$ cat src/rtl/pll_feed_pkg.sv
package pll_feed_pkg;
    parameter int unsigned MUL_W  = 5;
    parameter int unsigned DIV_W  = 2;
    parameter int unsigned ADDR_W = 2;

    localparam logic [ADDR_W-1:0] A_CTRL = ADDR_W'(0);
    localparam logic [ADDR_W-1:0] A_CFG  = ADDR_W'(1);
    localparam logic [ADDR_W-1:0] A_STAT = ADDR_W'(2);
    localparam logic [ADDR_W-1:0] A_FEED = ADDR_W'(3);

    // status word bit positions for the single-bit fields
    localparam int unsigned ST_EN_BIT   = 8;
    localparam int unsigned ST_CONN_BIT = 9;
    localparam int unsigned ST_LOCK_BIT = 10;

    typedef struct packed {
        logic conn;
        logic en;
    } ctrl_t;

    typedef struct packed {
        logic [DIV_W-1:0] div;
        logic [MUL_W-1:0] mul;
    } cfg_t;

    localparam int unsigned CTRL_W = $bits(ctrl_t);
    localparam int unsigned CFG_W  = $bits(cfg_t);

    typedef enum logic {
        FS_IDLE  = 1'b0,
        FS_ARMED = 1'b1
    } feed_st_e;
endpackage

$ cat src/rtl/pll_feed_seq.sv
module pll_feed_seq
    import pll_feed_pkg::*;
#(
    parameter int unsigned DW = 16,
    parameter logic [DW-1:0] KEY_ARM  = DW'(16'h00AA),
    parameter logic [DW-1:0] KEY_FIRE = DW'(16'h0055)
) (
    input  logic          clk,
    input  logic          rst_n,
    input  logic          acc_valid,
    input  logic          acc_we,
    input  logic          acc_feed,
    input  logic [DW-1:0] acc_data,
    output logic          commit_o
);
    typedef struct packed {
        feed_st_e st;
    } seq_t;

    seq_t s_d, s_q;
    logic feed_wr;

    always_comb begin
        s_d      = s_q;
        feed_wr  = acc_valid && acc_we && acc_feed;
        commit_o = (s_q.st == FS_ARMED) && feed_wr && (acc_data == KEY_FIRE);
        if (acc_valid) begin
            // any accepted access re-decides the arm state; idle cycles hold it
            s_d.st = (feed_wr && (acc_data == KEY_ARM)) ? FS_ARMED : FS_IDLE;
        end
    end

    always_ff @(posedge clk or negedge rst_n) begin
        if (!rst_n) s_q <= '{st: FS_IDLE};
        else        s_q <= s_d;
    end

    p_abort_other_r4: assert property (@(posedge clk) disable iff (!rst_n)
        (acc_valid && !(acc_we && acc_feed)) |=> !commit_o);

    p_abort_value_r5: assert property (@(posedge clk) disable iff (!rst_n)
        (feed_wr && (acc_data != KEY_ARM)) |=> !commit_o);
endmodule

$ cat src/rtl/pll_lock_sync.sv
module pll_lock_sync #(
    parameter int unsigned STAGES = 2
) (
    input  logic clk,
    input  logic rst_n,
    input  logic lock_in,
    output logic lock_o
);
    typedef struct packed {
        logic [STAGES-1:0] chain;
    } sync_t;

    sync_t y_d, y_q;

    generate
        if (STAGES == 1) begin : g_one
            always_comb y_d.chain = lock_in;
        end else begin : g_many
            always_comb y_d.chain = {y_q.chain[STAGES-2:0], lock_in};
        end
    endgenerate

    always_ff @(posedge clk or negedge rst_n) begin
        if (!rst_n) y_q <= '0;
        else        y_q <= y_d;
    end

    assign lock_o = y_q.chain[STAGES-1];

    generate
        if (STAGES == 2) begin : g_chk
            p_lock_delay_r7: assert property (@(posedge clk) disable iff (!rst_n)
                ($past(rst_n, 1) && $past(rst_n, 2)) |-> (lock_o == $past(lock_in, 2)));
        end
    endgenerate
endmodule

$ cat src/rtl/pll_shadow_regs.sv
module pll_shadow_regs
    import pll_feed_pkg::*;
(
    input  logic  clk,
    input  logic  rst_n,
    input  logic  wr_ctrl,
    input  logic  wr_cfg,
    input  ctrl_t wctrl,
    input  cfg_t  wcfg,
    input  logic  commit,
    output ctrl_t pend_ctrl,
    output cfg_t  pend_cfg,
    output ctrl_t act_ctrl,
    output cfg_t  act_cfg
);
    typedef struct packed {
        ctrl_t pc;
        cfg_t  pf;
        ctrl_t ac;
        cfg_t  af;
    } bank_t;

    bank_t b_d, b_q;

    always_comb begin
        b_d = b_q;
        if (wr_ctrl) b_d.pc = wctrl;
        if (wr_cfg)  b_d.pf = wcfg;
        if (commit) begin
            b_d.ac = b_q.pc;
            b_d.af = b_q.pf;
        end
    end

    always_ff @(posedge clk or negedge rst_n) begin
        if (!rst_n) b_q <= '0;
        else        b_q <= b_d;
    end

    assign pend_ctrl = b_q.pc;
    assign pend_cfg  = b_q.pf;
    assign act_ctrl  = b_q.ac;
    assign act_cfg   = b_q.af;

    p_active_hold_r2: assert property (@(posedge clk) disable iff (!rst_n)
        !commit |=> ($stable(act_ctrl) && $stable(act_cfg)));

    p_commit_copy_r3: assert property (@(posedge clk) disable iff (!rst_n)
        commit |=> ((act_ctrl == $past(pend_ctrl)) && (act_cfg == $past(pend_cfg))));
endmodule

$ cat src/rtl/pll_feed_ctrl.sv
module pll_feed_ctrl
    import pll_feed_pkg::*;
#(
    parameter int unsigned DW          = 16,
    parameter int unsigned SYNC_STAGES = 2
) (
    input  logic              clk,
    input  logic              rst_n,
    input  logic              bus_sel,
    input  logic              bus_we,
    input  logic [ADDR_W-1:0] bus_addr,
    input  logic [DW-1:0]     bus_wdata,
    output logic [DW-1:0]     bus_rdata,
    input  logic              pll_lock_i,
    output logic              pll_en_o,
    output logic              pll_conn_o,
    output logic [MUL_W-1:0]  pll_mul_o,
    output logic [DIV_W-1:0]  pll_div_o
);
    localparam logic [DW-1:0] KEY_ARM  = DW'(16'h00AA);
    localparam logic [DW-1:0] KEY_FIRE = DW'(16'h0055);

    typedef struct packed {
        logic [DW-1:0] rdata;
    } rd_t;

    rd_t   r_d, r_q;
    logic  wr_ctrl, wr_cfg, rd_acc, commit, lock_s;
    ctrl_t pend_ctrl, act_ctrl, wctrl;
    cfg_t  pend_cfg, act_cfg, wcfg;
    logic [DW-1:0] rd_word;

    always_comb begin
        wr_ctrl = bus_sel && bus_we && (bus_addr == A_CTRL);
        wr_cfg  = bus_sel && bus_we && (bus_addr == A_CFG);
        rd_acc  = bus_sel && !bus_we;
        wctrl   = ctrl_t'(bus_wdata[CTRL_W-1:0]);
        wcfg    = cfg_t'(bus_wdata[CFG_W-1:0]);
    end

    pll_feed_seq #(.DW(DW), .KEY_ARM(KEY_ARM), .KEY_FIRE(KEY_FIRE)) u_seq (
        .clk       (clk),
        .rst_n     (rst_n),
        .acc_valid (bus_sel),
        .acc_we    (bus_we),
        .acc_feed  (bus_addr == A_FEED),
        .acc_data  (bus_wdata),
        .commit_o  (commit)
    );

    pll_shadow_regs u_regs (
        .clk       (clk),
        .rst_n     (rst_n),
        .wr_ctrl   (wr_ctrl),
        .wr_cfg    (wr_cfg),
        .wctrl     (wctrl),
        .wcfg      (wcfg),
        .commit    (commit),
        .pend_ctrl (pend_ctrl),
        .pend_cfg  (pend_cfg),
        .act_ctrl  (act_ctrl),
        .act_cfg   (act_cfg)
    );

    pll_lock_sync #(.STAGES(SYNC_STAGES)) u_sync (
        .clk     (clk),
        .rst_n   (rst_n),
        .lock_in (pll_lock_i),
        .lock_o  (lock_s)
    );

    always_comb begin
        rd_word = '0;
        case (bus_addr)
            A_CTRL: rd_word[CTRL_W-1:0] = pend_ctrl;
            A_CFG:  rd_word[CFG_W-1:0]  = pend_cfg;
            A_STAT: begin
                rd_word[CFG_W-1:0]  = act_cfg;
                rd_word[ST_EN_BIT]   = act_ctrl.en;
                rd_word[ST_CONN_BIT] = act_ctrl.conn;
                rd_word[ST_LOCK_BIT] = lock_s;
            end
            default: rd_word = '0;
        endcase
        r_d = r_q;
        if (rd_acc) r_d.rdata = rd_word;
    end

    always_ff @(posedge clk or negedge rst_n) begin
        if (!rst_n) r_q <= '0;
        else        r_q <= r_d;
    end

    assign bus_rdata  = r_q.rdata;
    assign pll_en_o   = act_ctrl.en;
    assign pll_conn_o = act_ctrl.conn;
    assign pll_mul_o  = act_cfg.mul;
    assign pll_div_o  = act_cfg.div;

    p_commit_key_r3: assert property (@(posedge clk) disable iff (!rst_n)
        commit |-> (bus_sel && bus_we && (bus_addr == A_FEED) && (bus_wdata == KEY_FIRE)));

    p_rsv_zero_r8: assert property (@(posedge clk) disable iff (!rst_n)
        (bus_sel && !bus_we && (bus_addr == A_CTRL)) |=> (bus_rdata[DW-1:CTRL_W] == '0));

    p_conn_held_r9: assert property (@(posedge clk) disable iff (!rst_n)
        (pll_conn_o && !commit) |=> pll_conn_o);

    p_rdata_hold_r10: assert property (@(posedge clk) disable iff (!rst_n)
        !rd_acc |=> $stable(bus_rdata));
endmodule

$ cat config.mk
export PLATFORM = sky130hd
export DESIGN_NAME = pll_feed_ctrl
export DESIGN_NICKNAME = d
export VERILOG_FILES = /design/src/rtl/pll_feed_pkg.sv /design/src/rtl/pll_feed_seq.sv /design/src/rtl/pll_lock_sync.sv /design/src/rtl/pll_shadow_regs.sv /design/src/rtl/pll_feed_ctrl.sv
export SDC_FILE = /design/constraint.sdc
export NUM_CORES = 1
export LEC_CHECK = 0
export BUFFER_PORTS_ARGS = -buffer_cell sky130_fd_sc_hd__buf_2
export CAP_MARGIN = 0
export CORE_ASPECT_RATIO = 1.75
export CORE_MARGIN = 3
export CORE_UTILIZATION = 53
export CTS_CLUSTER_DIAMETER = 200
export DETAILED_ROUTE_END_ITERATION = 7
export PLACE_DENSITY = 0.9
export SYNTH_ARGS = -nofsm -noshare
export SYNTH_HDL_FRONTEND = slang
export SYNTH_SLANG_ARGS = --single-unit
$ cat constraint.sdc
create_clock -name clk -period 2.46 [get_ports clk]
set_input_delay 0.492 -clock clk [delete_from_list [all_inputs] [get_ports clk]]
set_output_delay 0.492 -clock clk [all_outputs]
set_load 0.03 [all_outputs]
# After elaboration in Yosys (flattened, before gate mapping)
# Cells that the tools add are included.
word_totals:
  ff_bits: 31
  in_bits: 23
  word_cells: 30
classes:
  n_eq_ne: 5
  n_mux: 4
  reduce_logical: 10
op_table:
  columns: ["cell", "n"]
  rows:
  - ["$eq A16 B7 Y1 const B", 1]
  - ["$eq A16 B8 Y1 const B", 1]
  - ["$pmux W5 S2", 1]
  - ["$logic_and A1 B1 Y1", 8]
  - ["$pmux W2 S3", 1]
  - ["$eq A2 B2 Y1 const B", 2]
  - ["$mux W3", 1]
  - ["$eq A2 B1 Y1 const B", 1]
  - ["$logic_not A2 Y1", 1]
  - ["$logic_not A1 Y1", 1]
  - ["$mux W1", 1]

# Depth between registers and ports, before layout
depth:
  ltp_word: 4
  ltp_mapped: 5
  ltp_nobuf: 5

# By module
# From an unflattened synthesis, not the netlist that was laid out.
unflattened:
  cells_unflattened: 109
  hier_area_um2: 1507.7
by_module_without_submodules:
  columns: ["module", "instances", "cells_each", "area_per_inst_um2", "seq_area_each_um2"]
  rows:
  - ["pll_shadow_regs", 1, 38, 735.7, 450.4]
  - ["pll_feed_ctrl", 1, 55, 591.8, 250.2]
  - ["pll_feed_seq", 1, 14, 130.1, 25.0]
  - ["pll_lock_sync", 1, 2, 50.0, 50.0]

# Worst setup path before layout
# OpenSTA, ideal clock, no wires.
synth_timing:
  path_kind: "input -> register"
  start: "input port bus_addr[0]"
  end: "register u_regs.b_q (netlist bit u_regs.act_cfg[0])"
  setup_time_ps: 125
  arrival_time_ps: 1537
  t_required_ps: 2335
  setup_slack_ps: 798
  stages: 5
  path_buffers: 0
  cell_sequence: "ha_1 and4b_1 nand3_2 nor2_8 mux2_4"
synth_via:
  elab_chain_len: 4
synth_rtl:
  columns: ["item", "line", "rtl"]
  rows:
  - ["start, declared", "pll_feed_ctrl.sv:11", "input logic [ADDR_W-1:0] bus_addr,"]
  - ["$eq A2 B2 Y1", "pll_feed_ctrl.sv:46", ".acc_feed (bus_addr == A_FEED),"]
  - ["$logic_and A1 B1 Y1", "pll_feed_seq.sv:25", "feed_wr = acc_valid && acc_we && acc_feed;"]
  - ["$logic_and A1 B1 Y1 (2 in series)", "pll_feed_seq.sv:26", "commit_o = (s_q.st == FS_ARMED) && feed_wr && (acc_data == KEY_FIRE);"]
  - ["end signal, assigned", "pll_shadow_regs.sv:36", "if (!rst_n) b_q <= '0;"]
  - ["end signal, assigned", "pll_shadow_regs.sv:37", "else b_q <= b_d;"]
  - ["end, declared", "pll_shadow_regs.sv:23", "bank_t b_d, b_q;"]
# No other way between the ends.
# A chain may end at the register's enable or synchronous reset.

# Final worst setup path
layout_timing:
  start: "input port bus_addr[0]"
  end: "register u_regs.b_q (netlist bit u_regs.act_cfg[1])"
# The elaborated chain is that of the path after synthesis.

==> impl_metrics.json <==
{
  "status": "completed",
  "crit_start": "bus_addr[0]",
  "synth_compound_area_frac": 0.08254,
  "rr_startpoint": "u_seq.s_q",
  "drt-wirelength-per-cell_um": 15.61,
  "cts.sinks": 31,
  "fp-row-count": 24,
  "drt_iter0_markers": 25,
  "post_cts_buffers": 0,
  "p_leak_nw": 0.9031,
  "synth_top_flop_cell": "dfrtp_1",
  "cts_hold_buf": 0,
  "syn_inst": 112,
  "coreArea_sq_mm": 0.002552,
  "synth_top_cell_by_area": "dfrtp_1",
  "drtPass1Iterations": 4,
  "cp-start-kind": "input pin",
  "clockRootBuffer": "clkbuf_8",
  "cts_resized": 0,
  "synthToLayoutAreaGrowth_pct": 19.63,
  "postLayoutCoreUtil": 0.6750,
  "tns_ps": 0,
  "htreeDepth": 2,
  "drc_errors": 0,
  "die_h_um": 74.96,
  "synthTopCellsByCount": "31 x dfrtp_1, 14 x nand2_1, 9 x mux2_2, 9 x mux2_4, 8 x o21ai_0",
  "numCtsBuffers": 5,
  "diodes": 0,
  "worstPathArrival_ps": 1760,
  "synth_xor_area_frac": 0,
  "critical_path_class": "in2reg",
  "fmax_mhz": 629.0,
  "crit_fanout": 9,
  "drive_gt1_frac": 0.4586,
  "clock_skew_ps": 5.269,
  "syn_avg_cell_area_sq_um": 12.86,
  "insertion_delay_ps": 290,
  "async_flop_share": 1.000,
  "setup-violations-final": 0,
  "synth.most_common_cell": "dfrtp_1",
  "max_cap_viol_count": 0,
  "antenna_left": 0,
  "yosysWarnings": 0,
  "fin_ws_ps": 870.1,
  "synth-seq-cells": 31,
  "synth_area_sq_mm": 0.001440,
  "cts_tree": "done",
  "cts.path.max_buffers": 2,
  "initial_core_util": 0.5642,
  "min-delay-path-class": "in2async",
  "synth_top_family_by_area": "multiplexers",
  "hpwl_um": 2252,
  "ir_drop_mv": 0.4746,
  "synth_mux_area_frac": 0.1642,
  "clk_pin_slew_ps": 60,
  "placedCellCount": 175,
  "rsz0062_at_grt": "no",
  "layout.nets": 183,
  "fin_crit_ps": 1590,
  "post-place-ws_ps": 559.5,
  "synth.distinct_cells": 27,
  "numPortBuffers": 41,
  "vias": 1006,
  "antenna_found_initial": 0,
  "synth_top_area_share": 0.5387,
  "yosys.area_share.simple": 0.1295,
  "grt_pass1_vias": 974,
  "finalHoldViolations": 0,
  "final_cells": 183,
  "worst_pin_slew_ps": 665.6,
  "cp-end-kind": "flip-flop",
  "pin_count": 48,
  "synthAdderAreaFrac": 0.03475,
  "grt_max_degree": 32,
  "wl_um": 2856,
  "cp.required_ps": 2640,
  "die-area_sq_mm": 0.003403,
  "drt-vias-per-instance": 5.497,
  "synth-seq-area-share": 0.5387,
  "synth_edf_count": 0,
  "power.density_mw_per_mm2": 654.0,
  "fillers": 191,
  "ys_top_cells_by_area": "dfrtp_1 54%, mux2_4 9.4%, mux2_2 7.0%",
  "grt_pass1_wl_um": 4698,
  "period_share": 0.6463,
  "gp_congestion": 0.7895,
  "report.final.slew_viol_count": 0,
  "die_x_um": 45.41,
  "track_usage": 0.2034,
  "slew-limit-headroom": 0.5562,
  "grt_overflow": 0
}
-- through the flow --
step	total power [W]	instance area [sq um]	hold slack (ps)
final	0.001127	1723	232.6
after global routing	0.001180	1723	279.3
after CTS	0.001136	1723	250.0
after detailed placement	0.0007522	1639	334.7
after global placement	0.0007400	1639	333.2
after floorplan	0.0006920	1459	196.4
-- layout by cell type, fill, tap and decap left out --
cell type,Yosys,layout
conb_1,1,6
o22ai_1,1,1
ha_1,4,4
mux2_4,9,9
clkinv_2,0,3
nand2b_1,1,1
nor3_1,1,1
nand4_2,1,1
inv_1,3,3
nor4_2,1,1
buf_2,1,41
dfrtp_1,31,31
mux2_2,9,9
and4b_1,1,1
a22oi_1,5,5
nand3_2,1,1
nor4bb_1,2,2
nor2_8,1,1
nand3_1,2,2
nand2_1,14,14
o31ai_1,2,2
o21ai_0,8,8
clkbuf_8,0,5
nor3b_1,1,1
and4bb_2,1,1
a222oi_1,2,2
nand3b_1,1,1
-- layout make-up --
| type | instances | area, sq um | area share |
|---|---|---|---|
| clock buffer | 5 | 68.82 | 0.03994 |
| tap | 26 | 32.53 | 0.01888 |
| sequential | 31 | 775.7 | 0.4503 |
| timing repair buffer | 41 | 205.2 | 0.1191 |
| inverter | 3 | 11.26 | 0.006536 |
| clock inverter | 3 | 15.01 | 0.008715 |
| multi-input combinational | 74 | 614.3 | 0.3566 |
-- flip-flops by register name (all words and copies together) (netlist names) --
| register | count |
|---|---|
| u_regs.pend_ctrl | 2 |
| u_regs.pend_cfg | 7 |
| u_seq.s_q | 1 |
| bus_rdata | 10 |
| u_sync.y_q | 2 |
| u_regs.act_ctrl | 2 |
| u_regs.act_cfg | 7 |
-- power by group --
| part | switching, W | internal [W] | leakage (nW) |
|---|---|---|---|
| clock network | 0.000192 | 0.000193 | 0.0477 |
| logic | 0.0000902 | 0.0000626 | 0.447 |
| registers | 0.0000337 | 0.000555 | 0.408 |
-- logic make-up after synthesis --
family,count (synthesis)
flip-flops,31
AND/OR/NAND/NOR,28
AO/OA/AOI/OAI,18
multiplexers,18
buffers and inverters,12
adder cells (fa/ha/maj),4
other,1
-- worst paths after layout --
path,to,slack [ps],depth (start not counted)
max in group asynchronous,u_regs.pend_cfg[2],1790,1
setup / recovery,u_regs.act_cfg[1],870,6
min in group clk,u_sync.y_q[0],310,1
setup reg to reg,u_regs.act_cfg[1],1260,3
hold reg to reg,u_sync.y_q[1],350,0
hold / removal,bus_rdata[10],230,1
-- metal layers --
metal  global-route usage  share of wire  up-vias
met5                    0              0        -
met4               0.1270          0.026        0
met3              0.06699          0.060        6
met2               0.3204           0.54       34
met1               0.2310           0.37      486
li1                     -              -      480
-- critical path, stage by stage --
cell	delay, ps
buf_2	100
ha_1	190
and4b_1	240
nand3_2	140
nor2_8	270
mux2_4	330
No activity file was read; power rests on OpenSTA's default activity.
